**config.mk**
```make
export PLATFORM = sky130hd
export DESIGN_NAME = pwrbtn_ctrl
export DESIGN_NICKNAME = d
export VERILOG_FILES = /design/src/rtl/pwrbtn_pkg.sv /design/src/rtl/pwrbtn_datapath.sv /design/src/rtl/pwrbtn_control.sv /design/src/rtl/pwrbtn_ctrl.sv
export SDC_FILE = /design/constraint.sdc
export NUM_CORES = 1
export LEC_CHECK = 0
export BUFFER_PORTS_ARGS = -buffer_cell sky130_fd_sc_hd__buf_4
export CAP_MARGIN = 5
export CORE_UTILIZATION = 35
export DETAILED_ROUTE_END_ITERATION = 6
export PLACE_DENSITY_LB_ADDON = 0.1
export SETUP_SLACK_MARGIN = 0.05
export SLEW_MARGIN = 20
export SYNTH_ARGS = -nofsm -noshare
export SYNTH_HDL_FRONTEND = slang
export SYNTH_SLANG_ARGS = --single-unit
export TNS_END_PERCENT = 30
```
**constraint.sdc**
```tcl
create_clock -name clk -period 1.3 [get_ports clk]
set_input_delay 0.065 -clock clk [delete_from_list [all_inputs] [get_ports clk]]
set_output_delay 0.065 -clock clk [all_outputs]
set_load 0.1 [all_outputs]
```
**src/rtl/pwrbtn_pkg.sv**
```systemverilog
package pwrbtn_pkg;

  typedef enum logic [1:0] {
    ST_OFF   = 2'd0,
    ST_ON    = 2'd1,
    ST_REQ   = 2'd2,
    ST_DEACT = 2'd3
  } pwrState_t;

  typedef struct packed {
    logic setPower;
    logic setOffReq;
    logic setDeact;
    logic clrAll;
  } pwrStrobe_t;

endpackage

```
**src/rtl/pwrbtn_datapath.sv**
```systemverilog
module pwrbtn_datapath
  import pwrbtn_pkg::*;
#(
  parameter int DEBOUNCE_CYCLES = 1024,
  parameter int SYNC_STAGES     = 2
) (
  input  logic       clk,
  input  logic       rstN,
  input  logic       switchN,
  input  pwrStrobe_t strobes,
  output logic       pressEvt,
  output logic       powerEn,
  output logic       offReq,
  output logic       deactReq
);

  localparam int CW = (DEBOUNCE_CYCLES > 2) ? $clog2(DEBOUNCE_CYCLES) : 1;
  localparam logic [CW-1:0] CNT_LAST = CW'(DEBOUNCE_CYCLES - 1);

  // input synchroniser, pressed level is 1
  logic [SYNC_STAGES-1:0] syncQ;
  logic                   sampled;

  genvar gi;
  generate
    for (gi = 0; gi < SYNC_STAGES; gi++) begin : g_sync
      if (gi == 0) begin : g_first
        always_ff @(posedge clk or negedge rstN) begin
          if (!rstN) syncQ[0] <= 1'b0;
          else       syncQ[0] <= ~switchN;
        end
      end else begin : g_next
        always_ff @(posedge clk or negedge rstN) begin
          if (!rstN) syncQ[gi] <= 1'b0;
          else       syncQ[gi] <= syncQ[gi-1];
        end
      end
    end
  endgenerate

  assign sampled = syncQ[SYNC_STAGES-1];

  // debounce: count while the sample disagrees with the accepted level
  logic [CW-1:0] cnt;
  logic          levelDb;
  logic          levelPrev;

  always_ff @(posedge clk or negedge rstN) begin
    if (!rstN) begin
      cnt     <= '0;
      levelDb <= 1'b0;
    end else if (sampled == levelDb) begin
      cnt <= '0;
    end else if (cnt == CNT_LAST) begin
      cnt     <= '0;
      levelDb <= sampled;
    end else begin
      cnt <= cnt + 1'b1;
    end
  end

  always_ff @(posedge clk or negedge rstN) begin
    if (!rstN) levelPrev <= 1'b0;
    else       levelPrev <= levelDb;
  end

  assign pressEvt = levelDb & ~levelPrev;

  // output registers driven by control strobes
  always_ff @(posedge clk or negedge rstN) begin
    if (!rstN) begin
      powerEn  <= 1'b0;
      offReq   <= 1'b0;
      deactReq <= 1'b0;
    end else if (strobes.clrAll) begin
      powerEn  <= 1'b0;
      offReq   <= 1'b0;
      deactReq <= 1'b0;
    end else begin
      if (strobes.setPower)  powerEn  <= 1'b1;
      if (strobes.setOffReq) offReq   <= 1'b1;
      if (strobes.setDeact)  deactReq <= 1'b1;
    end
  end

  // a press event lasts one cycle only
  a_r8_single_pulse: assert property (@(posedge clk) disable iff (!rstN)
    pressEvt |=> !pressEvt);

  // the accepted level only moves to the value the synchroniser showed
  a_r2_level_follows_input: assert property (@(posedge clk) disable iff (!rstN)
    (levelDb != levelPrev) |-> (levelDb == $past(sampled)));

  // deactivation is only requested on top of a pending shutdown
  a_r5_deact_under_req: assert property (@(posedge clk) disable iff (!rstN)
    deactReq |-> (offReq && powerEn));

  // with power off no request remains
  a_r6_off_is_quiet: assert property (@(posedge clk) disable iff (!rstN)
    !powerEn |-> (!offReq && !deactReq));

endmodule

```
**src/rtl/pwrbtn_control.sv**
```systemverilog
module pwrbtn_control
  import pwrbtn_pkg::*;
(
  input  logic       clk,
  input  logic       rstN,
  input  logic       pressEvt,
  input  logic       offAck,
  input  logic       deactDone,
  output pwrStrobe_t strobes,
  output pwrState_t  state
);

  pwrState_t stateNext;

  always_comb begin
    stateNext = state;
    strobes   = '0;
    unique case (state)
      ST_OFF: if (pressEvt) begin
        stateNext        = ST_ON;
        strobes.setPower = 1'b1;
      end
      ST_ON: if (pressEvt) begin
        stateNext         = ST_REQ;
        strobes.setOffReq = 1'b1;
      end
      ST_REQ: if (offAck) begin
        stateNext        = ST_DEACT;
        strobes.setDeact = 1'b1;
      end
      ST_DEACT: if (deactDone) begin
        stateNext      = ST_OFF;
        strobes.clrAll = 1'b1;
      end
      default: stateNext = ST_OFF;
    endcase
  end

  always_ff @(posedge clk or negedge rstN) begin
    if (!rstN) state <= ST_OFF;
    else       state <= stateNext;
  end

  // at most one strobe per cycle
  a_r9_one_strobe: assert property (@(posedge clk) disable iff (!rstN)
    $onehot0(strobes));

  // an unacknowledged request stays pending whatever the switch does
  a_r9_req_waits: assert property (@(posedge clk) disable iff (!rstN)
    (state == ST_REQ && !offAck) |=> (state == ST_REQ));

  // completion returns the controller to off
  a_r6_done_to_off: assert property (@(posedge clk) disable iff (!rstN)
    (state == ST_DEACT && deactDone) |=> (state == ST_OFF));

  // while on, acknowledge alone changes nothing
  a_r9_on_holds: assert property (@(posedge clk) disable iff (!rstN)
    (state == ST_ON && !pressEvt) |=> (state == ST_ON));

endmodule

```
**src/rtl/pwrbtn_ctrl.sv**
```systemverilog
module pwrbtn_ctrl
  import pwrbtn_pkg::*;
#(
  parameter int DEBOUNCE_CYCLES = 1024,
  parameter int SYNC_STAGES     = 2
) (
  input  logic clk,
  input  logic rstN,
  input  logic switchN,
  input  logic offAck,
  input  logic deactDone,
  output logic powerEn,
  output logic offReq,
  output logic deactReq
);

  pwrStrobe_t strobes;
  pwrState_t  state;
  logic       pressEvt;

  pwrbtn_datapath #(
    .DEBOUNCE_CYCLES(DEBOUNCE_CYCLES),
    .SYNC_STAGES    (SYNC_STAGES)
  ) u_dp (
    .clk     (clk),
    .rstN    (rstN),
    .switchN (switchN),
    .strobes (strobes),
    .pressEvt(pressEvt),
    .powerEn (powerEn),
    .offReq  (offReq),
    .deactReq(deactReq)
  );

  pwrbtn_control u_ctl (
    .clk      (clk),
    .rstN     (rstN),
    .pressEvt (pressEvt),
    .offAck   (offAck),
    .deactDone(deactDone),
    .strobes  (strobes),
    .state    (state)
  );

  // power comes up only out of the off state on a press
  a_r3_power_rise: assert property (@(posedge clk) disable iff (!rstN)
    $rose(powerEn) |-> ($past(state) == ST_OFF && $past(pressEvt)));

  // power drops only on deactivation completion
  a_r6_power_fall: assert property (@(posedge clk) disable iff (!rstN)
    $fell(powerEn) |-> ($past(deactDone) && $past(deactReq)));

  // a shutdown request needs a press while on
  a_r4_req_rise: assert property (@(posedge clk) disable iff (!rstN)
    $rose(offReq) |-> ($past(pressEvt) && $past(powerEn)));

  // deactivation follows an acknowledged request
  a_r5_deact_rise: assert property (@(posedge clk) disable iff (!rstN)
    $rose(deactReq) |-> ($past(offAck) && $past(offReq)));

endmodule

```
==> impl_metrics.env, run 1 <==
export IMPL_io_pins=8
export IMPL_fp_row_count=17
export IMPL_ys_types=23
export IMPL_post_route_util_pct=57.19
export IMPL_setup_viol=4
export IMPL_tightest_slew_ps=279.2
export IMPL_min_from="offAck"
export IMPL_slew_headroom_pct=81.54
export IMPL_htreeDepth=1
export IMPL_globalRouteOverflowTotal=0
export IMPL_ant_nets=0
export IMPL_fin_crit_sh_pct=106.6
export IMPL_antenna_found_initial=0
export IMPL_first_global_vias=756
export IMPL_synth_area_um2=883.3
export IMPL_grt_pass1_wl_um=3401
export IMPL_fin_worst_skew_ps=2.164
export IMPL_io_buffers=7
export IMPL_worstReg2RegStart="u_dp.cnt[0]"
export IMPL_antenna_cells=0
export IMPL_die_x_um=52.24
export IMPL_crit_start="u_dp.cnt[0]"
export IMPL_drive_above_1_share_pct=47.93
export IMPL_grt_max_degree=20
export IMPL_violations="setup timing"
export IMPL_synth_cells=83
export IMPL_synth_seq_cells=19
export IMPL_cts_tree="done"
export IMPL_critPathKind="reg2reg"
export IMPL_fin_total_pwr_uw=1002
export IMPL_rsz0062_at_grt="yes"
export IMPL_fp_coreArea_um2=2297
export IMPL_setup_tns_final_ps=-206.9
export IMPL_avgViaCountPerCell=4.859
export IMPL_fmax_mhz=721.3
export IMPL_clock_sinks=19
export IMPL_worst_r2r_cell_count=4
export IMPL_drv_slew=0
export IMPL_wl_um=1897
export IMPL_r2r_end="u_dp.cnt[8]"
export IMPL_yosysSeqAreaShare_pct=53.82
export IMPL_first_pass_iters=4
export IMPL_dieArea_um2=2729
export IMPL_yosys_warnings=0
export IMPL_path_clk_slew_ps=110
export IMPL_avgSynthCellArea_um2=10.64
export IMPL_wl_per_cell_um=12.73
export IMPL_ir_drop_v=0.0005139
export IMPL_cts_buffer_depth=2
export IMPL_cts_made_buffers=3
export IMPL_cp_end_kind="register"
export IMPL_cp_max_fo=7
export IMPL_hold_class="in2reg"
export IMPL_routabilityCongestion=0.7300
export IMPL_reg2reg_slack_ps=-90
export IMPL_drcViolationCount=0
export IMPL_period_needed_ps=1386
export IMPL_grt_use_total_pct=17.39
export IMPL_worstPathRequired_ps=1530
export IMPL_most_common_layout_cells="31 x buf_4, 18 x dfrtp_1, 10 x a21oi_1"
export IMPL_min_to="u_dp.deactReq"
export IMPL_clk_insertion_delay_late_ps=290
export IMPL_initial_core_util_pct=38.45
export IMPL_die_h_um=52.24
export IMPL_final_common_cell="buf_4"
export IMPL_hpwlAfterDp_um=1266
export IMPL_power_density_nw_per_um2=762.6
export IMPL_clk_root_buffer_cell="clkbuf_4"
export IMPL_cap_violations=0
export IMPL_vias=724
export IMPL_start_kind="register"
export IMPL_status="finished with violations"
export IMPL_hold_viol=0
export IMPL_syn_nets=93
export IMPL_worst_slack_ps=-86.38
export IMPL_whs_path_depth=3
export IMPL_arrival_ps=1620
export IMPL_p_leak_uw=0.0005666
export IMPL_drt_iter0_drc=8
export IMPL_final_nets=132
export IMPL_syn2layout_area_growth_pct=48.73
-- report_power, final --
| group | internal (uW) | total, uW | switching (uW) |
|---|---|---|---|
| Clock | 114 | 301 | 186 |
| Sequential | 601 | 612 | 11.0 |
| Combinational | 47.0 | 88.6 | 41.6 |
| Total | 763 | 1000 | 239 |
-- cells in the mapped netlist --
| library cell | instances | area [um^2] |
|---|---|---|
| dfrtp_1 | 19 | 475.5 |
| a21oi_1 | 12 | 60.06 |
| inv_1 | 7 | 26.28 |
| nor2_1 | 7 | 26.28 |
| ha_1 | 5 | 62.56 |
| nand3_1 | 4 | 20.02 |
| nand2_1 | 3 | 11.26 |
| o21ai_0 | 3 | 15.01 |
| or3_1 | 3 | 18.77 |
| xnor2_1 | 3 | 26.28 |
| mux2_2 | 2 | 22.52 |
| o31ai_1 | 2 | 15.01 |
| or4_1 | 2 | 15.01 |
| xor2_1 | 2 | 17.52 |
| and2b_2 | 1 | 8.760 |
| nand2b_1 | 1 | 6.260 |
| nand3_2 | 1 | 10.01 |
| nand3b_1 | 1 | 7.510 |
| nand4_1 | 1 | 6.260 |
| nor3_1 | 1 | 5.000 |
| o211ai_1 | 1 | 7.510 |
| o221a_2 | 1 | 11.26 |
| o221ai_1 | 1 | 8.760 |
-- sequential cells by signal (all words and copies together) (netlist names) --
register / count
u_ctl.state: 2
u_dp.cnt: 10
u_dp.deactReq: 1
u_dp.levelDb: 1
u_dp.levelPrev: 1
u_dp.offReq: 1
u_dp.powerEn: 1
u_dp.sampled: 1
u_dp.syncQ: 1
-- kinds of logic (layout without fill, tap and decap cells) --
kind of cell / after synthesis / after routing / share of synthesized area (%)
and+or+nand+nor: 25 / 25 / 15.30
AOI/OAI and AO/OA: 20 / 20 / 13.31
DFF: 19 / 19 / 53.82
buffers and inverters: 7 / 45 / 2.975
adders and majority gates: 5 / 5 / 7.082
xor gates and xnor gates: 5 / 5 / 4.958
muxes: 2 / 2 / 2.549
-- worst max-delay path, cell delays in order (launching register included) --
cell and delay (ps):
dfrtp_1 430, ha_4 170, nand3_4 100, or4_1 500, a21oi_2 130
-- through the flow --
step           hold WS [ps]  cells  setup WS, ps  cell area, um^2
6_report              60.54    149        -86.38             1314
5_1_grt               99.43    149        -156.1             1314
4_1_cts               61.81    146        -69.45             1241
3_5_place_dp         -44.85    132        -94.45             1121
3_3_place_gp         -47.87    132        -85.38             1121
2_1_floorplan        -230.6     83        -6.901            928.4
-- area by class of cell --
type,instances,area (um^2)
flip-flops and latches,19,476.7
well taps,28,35.03
clock buffers,3,22.52
fillers,211,983.4
repair buffers,34,262.8
inverters,7,26.28
multi-input cells,57,485.5
clock inverters,1,5.005
-- worst max-delay path by stage --
stage / end
after CTS: u_dp.cnt[8]
final: u_dp.cnt[8]
after global routing: u_dp.cnt[9]
after floorplan: u_dp.cnt[8]
after detailed placement: u_ctl.state[1]
after global placement: u_ctl.state[1]
-- routing by layer --
layer / GRT usage (%) / part of all wire [%] / up-vias
li1: - / - / 366
met1: 24.26 / 48 / 345
met2: 27.14 / 49 / 11
met3: 3.478 / 2.4 / 2
met4: 5.263 / 0.79 / 0
met5: 0 / 0 / -
-- repair_timing --
| item | 4_1_cts | 5_1_grt |
|---|---|---|
| buffers inserted | 7 | 3 |
| hold buffers | 3 | 0 |
| endpoints found under the setup margin | 10 | 12 |
| resized for setup | 4 | 11 |
| pin swaps | 8 | 7 |
| endpoints found under the hold margin | 23 | 0 |
No activity file was read; power rests on OpenSTA's default activity.
==> run 2, diff against run 1 <==
--- a/config.mk
+++ b/config.mk
@@ -5,9 +5,12 @@
 export SDC_FILE = /design/constraint.sdc
 export NUM_CORES = 1
 export LEC_CHECK = 0
+export ABC_AREA = 1
 export BUFFER_PORTS_ARGS = -buffer_cell sky130_fd_sc_hd__buf_4
 export CAP_MARGIN = 5
+export CORE_MARGIN = 2
 export CORE_UTILIZATION = 35
+export CTS_BUF_LIST = sky130_fd_sc_hd__clkbuf_4
 export DETAILED_ROUTE_END_ITERATION = 6
 export PLACE_DENSITY_LB_ADDON = 0.1
 export SETUP_SLACK_MARGIN = 0.05
==> run 2 against run 1 <==
Final area down 9.0%; sequential share of layout area up 3.6 points; largest power group unchanged; synthesized cell count up 35%; cell count up 8.7%; the flow now finishes without violations; critical endpoint is now u_dp.levelDb; hold slack worse by 33 ps; largest cell class is now sequential cells.
==> impl_metrics.env, run 2 <==
export IMPL_start_kind="register"
export IMPL_hpwlAfterDp_um=1194
export IMPL_fp_coreArea_um2=2500
export IMPL_rsz0062_at_grt="yes"
export IMPL_drv_slew=0
export IMPL_final_common_cell="nand2_1"
export IMPL_ir_drop_v=0.0005708
export IMPL_ant_nets=0
export IMPL_tightest_slew_ps=305.5
export IMPL_die_x_um=55.37
export IMPL_avgViaCountPerCell=4.562
export IMPL_synth_area_um2=923.4
export IMPL_ys_async_sr_fraction_pct=100.0
export IMPL_routabilityCongestion=0.7373
export IMPL_cp_end_kind="register"
export IMPL_status="finished clean"
export IMPL_synth_adder_area_share_pct=6.775
export IMPL_setup_viol=0
export IMPL_synthMuxAreaShare_pct=0
export IMPL_drive_above_1_share_pct=27.27
export IMPL_most_common_layout_cells="27 x nand2_1, 18 x inv_1, 18 x dfrtp_1"
export IMPL_synth_most_common_cell="nand2_1"
export IMPL_synthTopCellsByCount="29 x nand2_1, 19 x dfrtp_1, 19 x inv_1"
export IMPL_grt_use_total_pct=12.64
export IMPL_vias=739
export IMPL_dpl_cell_count=151
export IMPL_synth_seq_cells=19
export IMPL_synth_top_family_by_area="simple AND/OR/NAND/NOR gates"
export IMPL_first_pass_iters=4
export IMPL_io_buffers=7
export IMPL_fp_row_count=18
export IMPL_fin_total_pwr_uw=994.2
export IMPL_critPathKind="reg2reg"
export IMPL_cap_violations=0
export IMPL_cts_buffer_depth=2
export IMPL_drt_iter0_drc=12
export IMPL_io_pins=8
export IMPL_globalRouteOverflowTotal=0
export IMPL_drcViolationCount=0
export IMPL_yosys_area_share_simple_pct=25.07
export IMPL_htreeDepth=1
export IMPL_cts_made_buffers=3
export IMPL_period_needed_ps=1214
export IMPL_antenna_found_initial=0
export IMPL_hold_class="in2reg"
export IMPL_hold_viol=0
export IMPL_antenna_cells=0
export IMPL_power_density_nw_per_um2=832.0
export IMPL_synth_top_area_share_pct=51.49
export IMPL_die_h_um=55.37
export IMPL_avgSynthCellArea_um2=8.245
export IMPL_instances_no_fill=162
export IMPL_worst_hold_slack_ps=27.37
export IMPL_syn_nets=122
export IMPL_slew_headroom_pct=79.61
export IMPL_worst_slack_ps=86.16
export IMPL_final_nets=143
export IMPL_setup_tns_final_ps=0
export IMPL_synth_top_cell_by_area="dfrtp_1"
export IMPL_cp_max_fo=3
export IMPL_cts_tree="done"
export IMPL_arrival_ps=1420
export IMPL_clk_root_buffer_cell="clkbuf_4"
export IMPL_yosys_warnings=0
export IMPL_worst_r2r_cell_count=8
export IMPL_fin_crit_sh_pct=93.37
export IMPL_synth_compound_area_share_pct=4.336
export IMPL_post_place_ws_ps=20.45
export IMPL_wl_per_cell_um=11.19
export IMPL_wl_um=1812
export IMPL_synth_edf_count=0
export IMPL_clock_sinks=19
export IMPL_synthTopCellsByArea="dfrtp_1 51%, nand2_1 12%, inv_1 7.7%"
export IMPL_synth_xor_area_share_pct=4.607
export IMPL_synth_cells=112
export IMPL_synth_flop_cell="dfrtp_1"
export IMPL_fmax_mhz=823.8
export IMPL_path_clk_slew_ps=120
export IMPL_worstPathRequired_ps=1510
export IMPL_whs_path_depth=4
export IMPL_n_fill_cell=251
export IMPL_yosysSeqAreaShare_pct=51.49
export IMPL_ys_types=14
export IMPL_syn2layout_area_growth_pct=29.40
export IMPL_clk_insertion_delay_late_ps=300
export IMPL_dieArea_um2=3065
export IMPL_p_leak_uw=0.0005866
export IMPL_grt_max_degree=20
export IMPL_reg_top3="u_dp.cnt: 10 flops, u_ctl.state: 2 flops"
export IMPL_fin_worst_skew_ps=3.998
export IMPL_grt_pass1_wl_um=3056
export IMPL_initial_core_util_pct=36.94
export IMPL_largest_reg_flops=10
export IMPL_first_global_vias=738
export IMPL_largest_register="u_dp.cnt"
[run 2: changes by cell type after synthesis, moves of 3 or more]
cell     delta
nand2_1    +26
a21oi_1     -9
inv_1      +12
nor2_1     +11
or3_1       -3
[run 2: cell type report]
class | count | area, um^2 | area share, %
clock buffers | 3 | 22.52 | 1.885
clock inverters | 1 | 5.005 | 0.4188
inverters | 19 | 71.32 | 5.969
multi-input cells | 74 | 452.9 | 37.91
flip-flops and latches | 19 | 476.7 | 39.90
well taps | 30 | 37.54 | 3.141
repair buffers | 16 | 128.9 | 10.79
[run 2: cells by family after synthesis]
kind of cell | after synthesis
compound gates | 8
flops | 19
fa+ha+maj | 5
simple gates | 57
xor+xnor | 4
buf+inv | 19
[run 2: path summary, 6_finish.rpt]
| path | startpoint | endpoint | slack (ps) |
|---|---|---|---|
| max in group asynchronous | rstN | u_ctl.state[0] | 920 |
| hold / removal | deactDone | u_dp.deactReq | 30 |
| hold reg to reg | u_dp.syncQ[0] | u_dp.sampled | 360 |
| setup reg to reg | u_dp.cnt[1] | u_dp.levelDb | 90 |
| min in group asynchronous | rstN | u_dp.cnt[3] | 150 |
| setup / recovery | u_dp.cnt[1] | u_dp.levelDb | 90 |
[run 2: timing repair]
action | CTS | global route
hold endpoints to repair | 20 | 0
endpoints found under the setup margin | 9 | 12
pin swaps | 1 | 9
hold buffers | 2 | 0
gates resized for setup | 3 | 21
gates cloned | 0 | 0
buffers inserted | 3 | 2
[run 2: worst max-delay path, stage by stage (launching register included)]
cell     delay [ps]
dfrtp_1         430
ha_4            170
nand2_4          70
nor2_4          120
nand2_1          70
nor2_2          100
nand2_1          60
nand2_1          60
nand2_1          50
[run 2: through the flow]
stage / utilization (%) / area [um^2]
after floorplan: - / 923.4
after global placement: 41.14 / 1028
after detailed placement: 41.14 / 1028
after CTS: 44.14 / 1104
after global routing: 47.80 / 1195
final: 47.80 / 1195
[run 2: routing by layer]
metal	share of wire, %	up-vias	GRT usage (%)
met2	53	13	22.11
met4	1.4	0	4.181
met1	43	343	13.91
met5	0	-	0
li1	-	379	-
met3	2.6	4	4.918
[run 2: where the power goes]
group	switching, uW	internal [uW]	leakage (uW)
clock	199	115	0.0000177
combinational	34.5	33.4	0.000323
sequential	11.0	601	0.000246
==> run 3, diff against run 2 <==
--- a/config.mk
+++ b/config.mk
@@ -8,13 +8,13 @@
 export ABC_AREA = 1
 export BUFFER_PORTS_ARGS = -buffer_cell sky130_fd_sc_hd__buf_4
 export CAP_MARGIN = 5
-export CORE_MARGIN = 2
+export CORE_MARGIN = 3
 export CORE_UTILIZATION = 35
-export CTS_BUF_LIST = sky130_fd_sc_hd__clkbuf_4
+export CTS_BUF_LIST = sky130_fd_sc_hd__clkbuf_4 sky130_fd_sc_hd__clkbuf_8 sky130_fd_sc_hd__clkbuf_16
 export DETAILED_ROUTE_END_ITERATION = 6
 export PLACE_DENSITY_LB_ADDON = 0.1
 export SETUP_SLACK_MARGIN = 0.05
-export SLEW_MARGIN = 20
+export SLEW_MARGIN = 0
 export SYNTH_ARGS = -nofsm -noshare
 export SYNTH_HDL_FRONTEND = slang
 export SYNTH_SLANG_ARGS = --single-unit
==> run 3 against run 2 <==
Cell count shrank 2.5%; count of clock-buffer cells in the layout did not move; fmax is 1.5% higher; combinational power fell by 22%; largest cell class unchanged.
==> impl_metrics.env, run 3 (synthesized netlist as in run 2, its figures left out) <==
export IMPL_worstPathRequired_ps=1490
export IMPL_cts_made_buffers=3
export IMPL_period_needed_ps=1196
export IMPL_drive_above_1_share_pct=26.92
export IMPL_largest_reg_flops=10
export IMPL_drt_iter0_drc=10
export IMPL_fp_row_count=17
export IMPL_cts_tree="done"
export IMPL_tightest_slew_ps=273.5
export IMPL_fin_worst_skew_ps=8.088
export IMPL_dieArea_um2=3291
export IMPL_hold_class="in2reg"
export IMPL_reg_top3="u_dp.cnt: 10 flops, u_ctl.state: 2 flops"
export IMPL_setup_viol=0
export IMPL_io_pins=8
export IMPL_reg2reg_slack_ps=100
export IMPL_routabilityCongestion=0.7388
export IMPL_largest_register="u_dp.cnt"
export IMPL_min_to="u_dp.powerEn"
export IMPL_ant_nets=0
export IMPL_antenna_found_initial=0
export IMPL_wl_per_cell_um=9.956
export IMPL_fin_crit_sh_pct=91.97
export IMPL_wl_um=1573
export IMPL_grt_use_total_pct=10.89
export IMPL_htreeDepth=1
export IMPL_drcViolationCount=0
export IMPL_final_nets=141
export IMPL_syn2layout_area_growth_pct=26.96
export IMPL_stdcell_area_um2=1172
export IMPL_final_common_cell="nand2_1"
export IMPL_vias=704
export IMPL_start_kind="register"
export IMPL_first_pass_iters=2
export IMPL_initial_core_util_pct=39.11
export IMPL_io_buffers=7
export IMPL_cts_buffer_depth=2
export IMPL_power_density_nw_per_um2=825.8
export IMPL_status="finished clean"
export IMPL_fp_coreArea_um2=2361
export IMPL_globalRouteOverflowTotal=0
export IMPL_grt_pass1_wl_um=2808
export IMPL_cap_violations=0
export IMPL_fin_total_pwr_uw=968.2
export IMPL_worst_r2r_cell_count=6
export IMPL_antenna_cells=0
export IMPL_grt_max_degree=20
export IMPL_top_usage_layer="met1"
export IMPL_met3_usage_pct=4.751
export IMPL_die_h_um=57.37
export IMPL_min_from="deactDone"
export IMPL_ir_drop_v=0.0005858
export IMPL_p_leak_uw=0.0005617
export IMPL_arrival_ps=1390
export IMPL_rsz0062_at_grt="yes"
export IMPL_fmax_mhz=836.4
export IMPL_critPathKind="reg2reg"
export IMPL_cp_max_fo=7
export IMPL_r2r_end="u_dp.cnt[9]"
export IMPL_slew_headroom_pct=81.75
export IMPL_whs_path_depth=4
export IMPL_clk_root_buffer_cell="clkbuf_4"
export IMPL_first_global_vias=659
export IMPL_grt_use_met1_pct=16.13
export IMPL_hpwlAfterDp_um=1163
export IMPL_path_clk_slew_ps=120
export IMPL_cp_end_kind="register"
export IMPL_clk_insertion_delay_late_ps=300
export IMPL_drv_slew=0
export IMPL_most_common_layout_cells="26 x nand2_1, 18 x dfrtp_1, 17 x inv_1"
export IMPL_place_area_um2=1026
export IMPL_avgViaCountPerCell=4.456
export IMPL_worstReg2RegStart="u_dp.cnt[0]"
export IMPL_die_x_um=57.37
export IMPL_hold_viol=0
export IMPL_clock_sinks=19
export IMPL_use_met2_pct=14.68
-- run 3: worst max-delay path, cell delays in order, from the launching register on --
cell and delay (ps):
dfrtp_1 380, ha_2 190, nand2_2 80, nor2_2 130
nand4_1 110, nand2_2 150, nor2_1 60
-- run 3: through the flow --
step	setup WS [ps]	cells	TNS, ps	util [%]	hold WS (ps)
3_3_place_gp	36.47	149	0	43.46	-50.40
4_1_cts	47.58	156	0	46.10	27.60
5_1_grt	-23.85	158	-67.19	49.66	31.02
6_report	104.4	158	0	49.66	42.80
2_1_floorplan	74.22	112	0	-	-230.6
3_5_place_dp	13.62	149	0	43.46	-47.99
-- run 3: layer usage --
layer	wire (um)	part of all wire [%]
met5	0	0
met4	14	0.89
met3	53	3.4
met2	678	43
met1	825	52
-- run 3: repair_timing --
item | 4_1_cts | 5_1_grt
endpoints found under the setup margin | 9 | 11
hold buffers | 2 | 0
endpoints found under the hold margin | 20 | 0
pin swaps | 1 | 5
buffers inserted | 1 | 2
gates resized for setup | 4 | 20
-- run 3: report_power, final --
part / leakage, uW / total [uW] / switching [uW] / internal [uW]
clock network: 0.0000139 / 307 / 190 / 117
logic: 0.000302 / 53.3 / 29.5 / 23.8
registers: 0.000246 / 608 / 6.89 / 601
total: 0.000562 / 968 / 226 / 742
-- run 3: how the worst max path moves through the flow --
stage	startpoint	cells past startpoint	endpoint	slack [ps]
finish	u_dp.cnt[0]	6	u_dp.cnt[9]	100
global route	u_dp.cnt[0]	8	u_dp.levelDb	-20
CTS	u_dp.cnt[1]	6	u_dp.cnt[5]	50
detailed placement	u_ctl.state[0]	6	u_ctl.state[0]	10
global placement	u_ctl.state[0]	6	u_ctl.state[1]	40
floorplan	u_dp.deactReq	2	u_dp.deactReq	70
-- run 3: cell type report --
| cell class | count | area (um^2) |
|---|---|---|
| Clock inverter | 1 | 7.507 |
| Clock buffer | 3 | 22.52 |
| Sequential cell | 19 | 476.7 |
| Fill cell | 227 | 1189 |
| Tap cell | 28 | 35.03 |
| Timing Repair Buffer | 14 | 113.9 |
| Inverter | 19 | 71.32 |
| Multi-Input combinational cell | 74 | 445.4 |
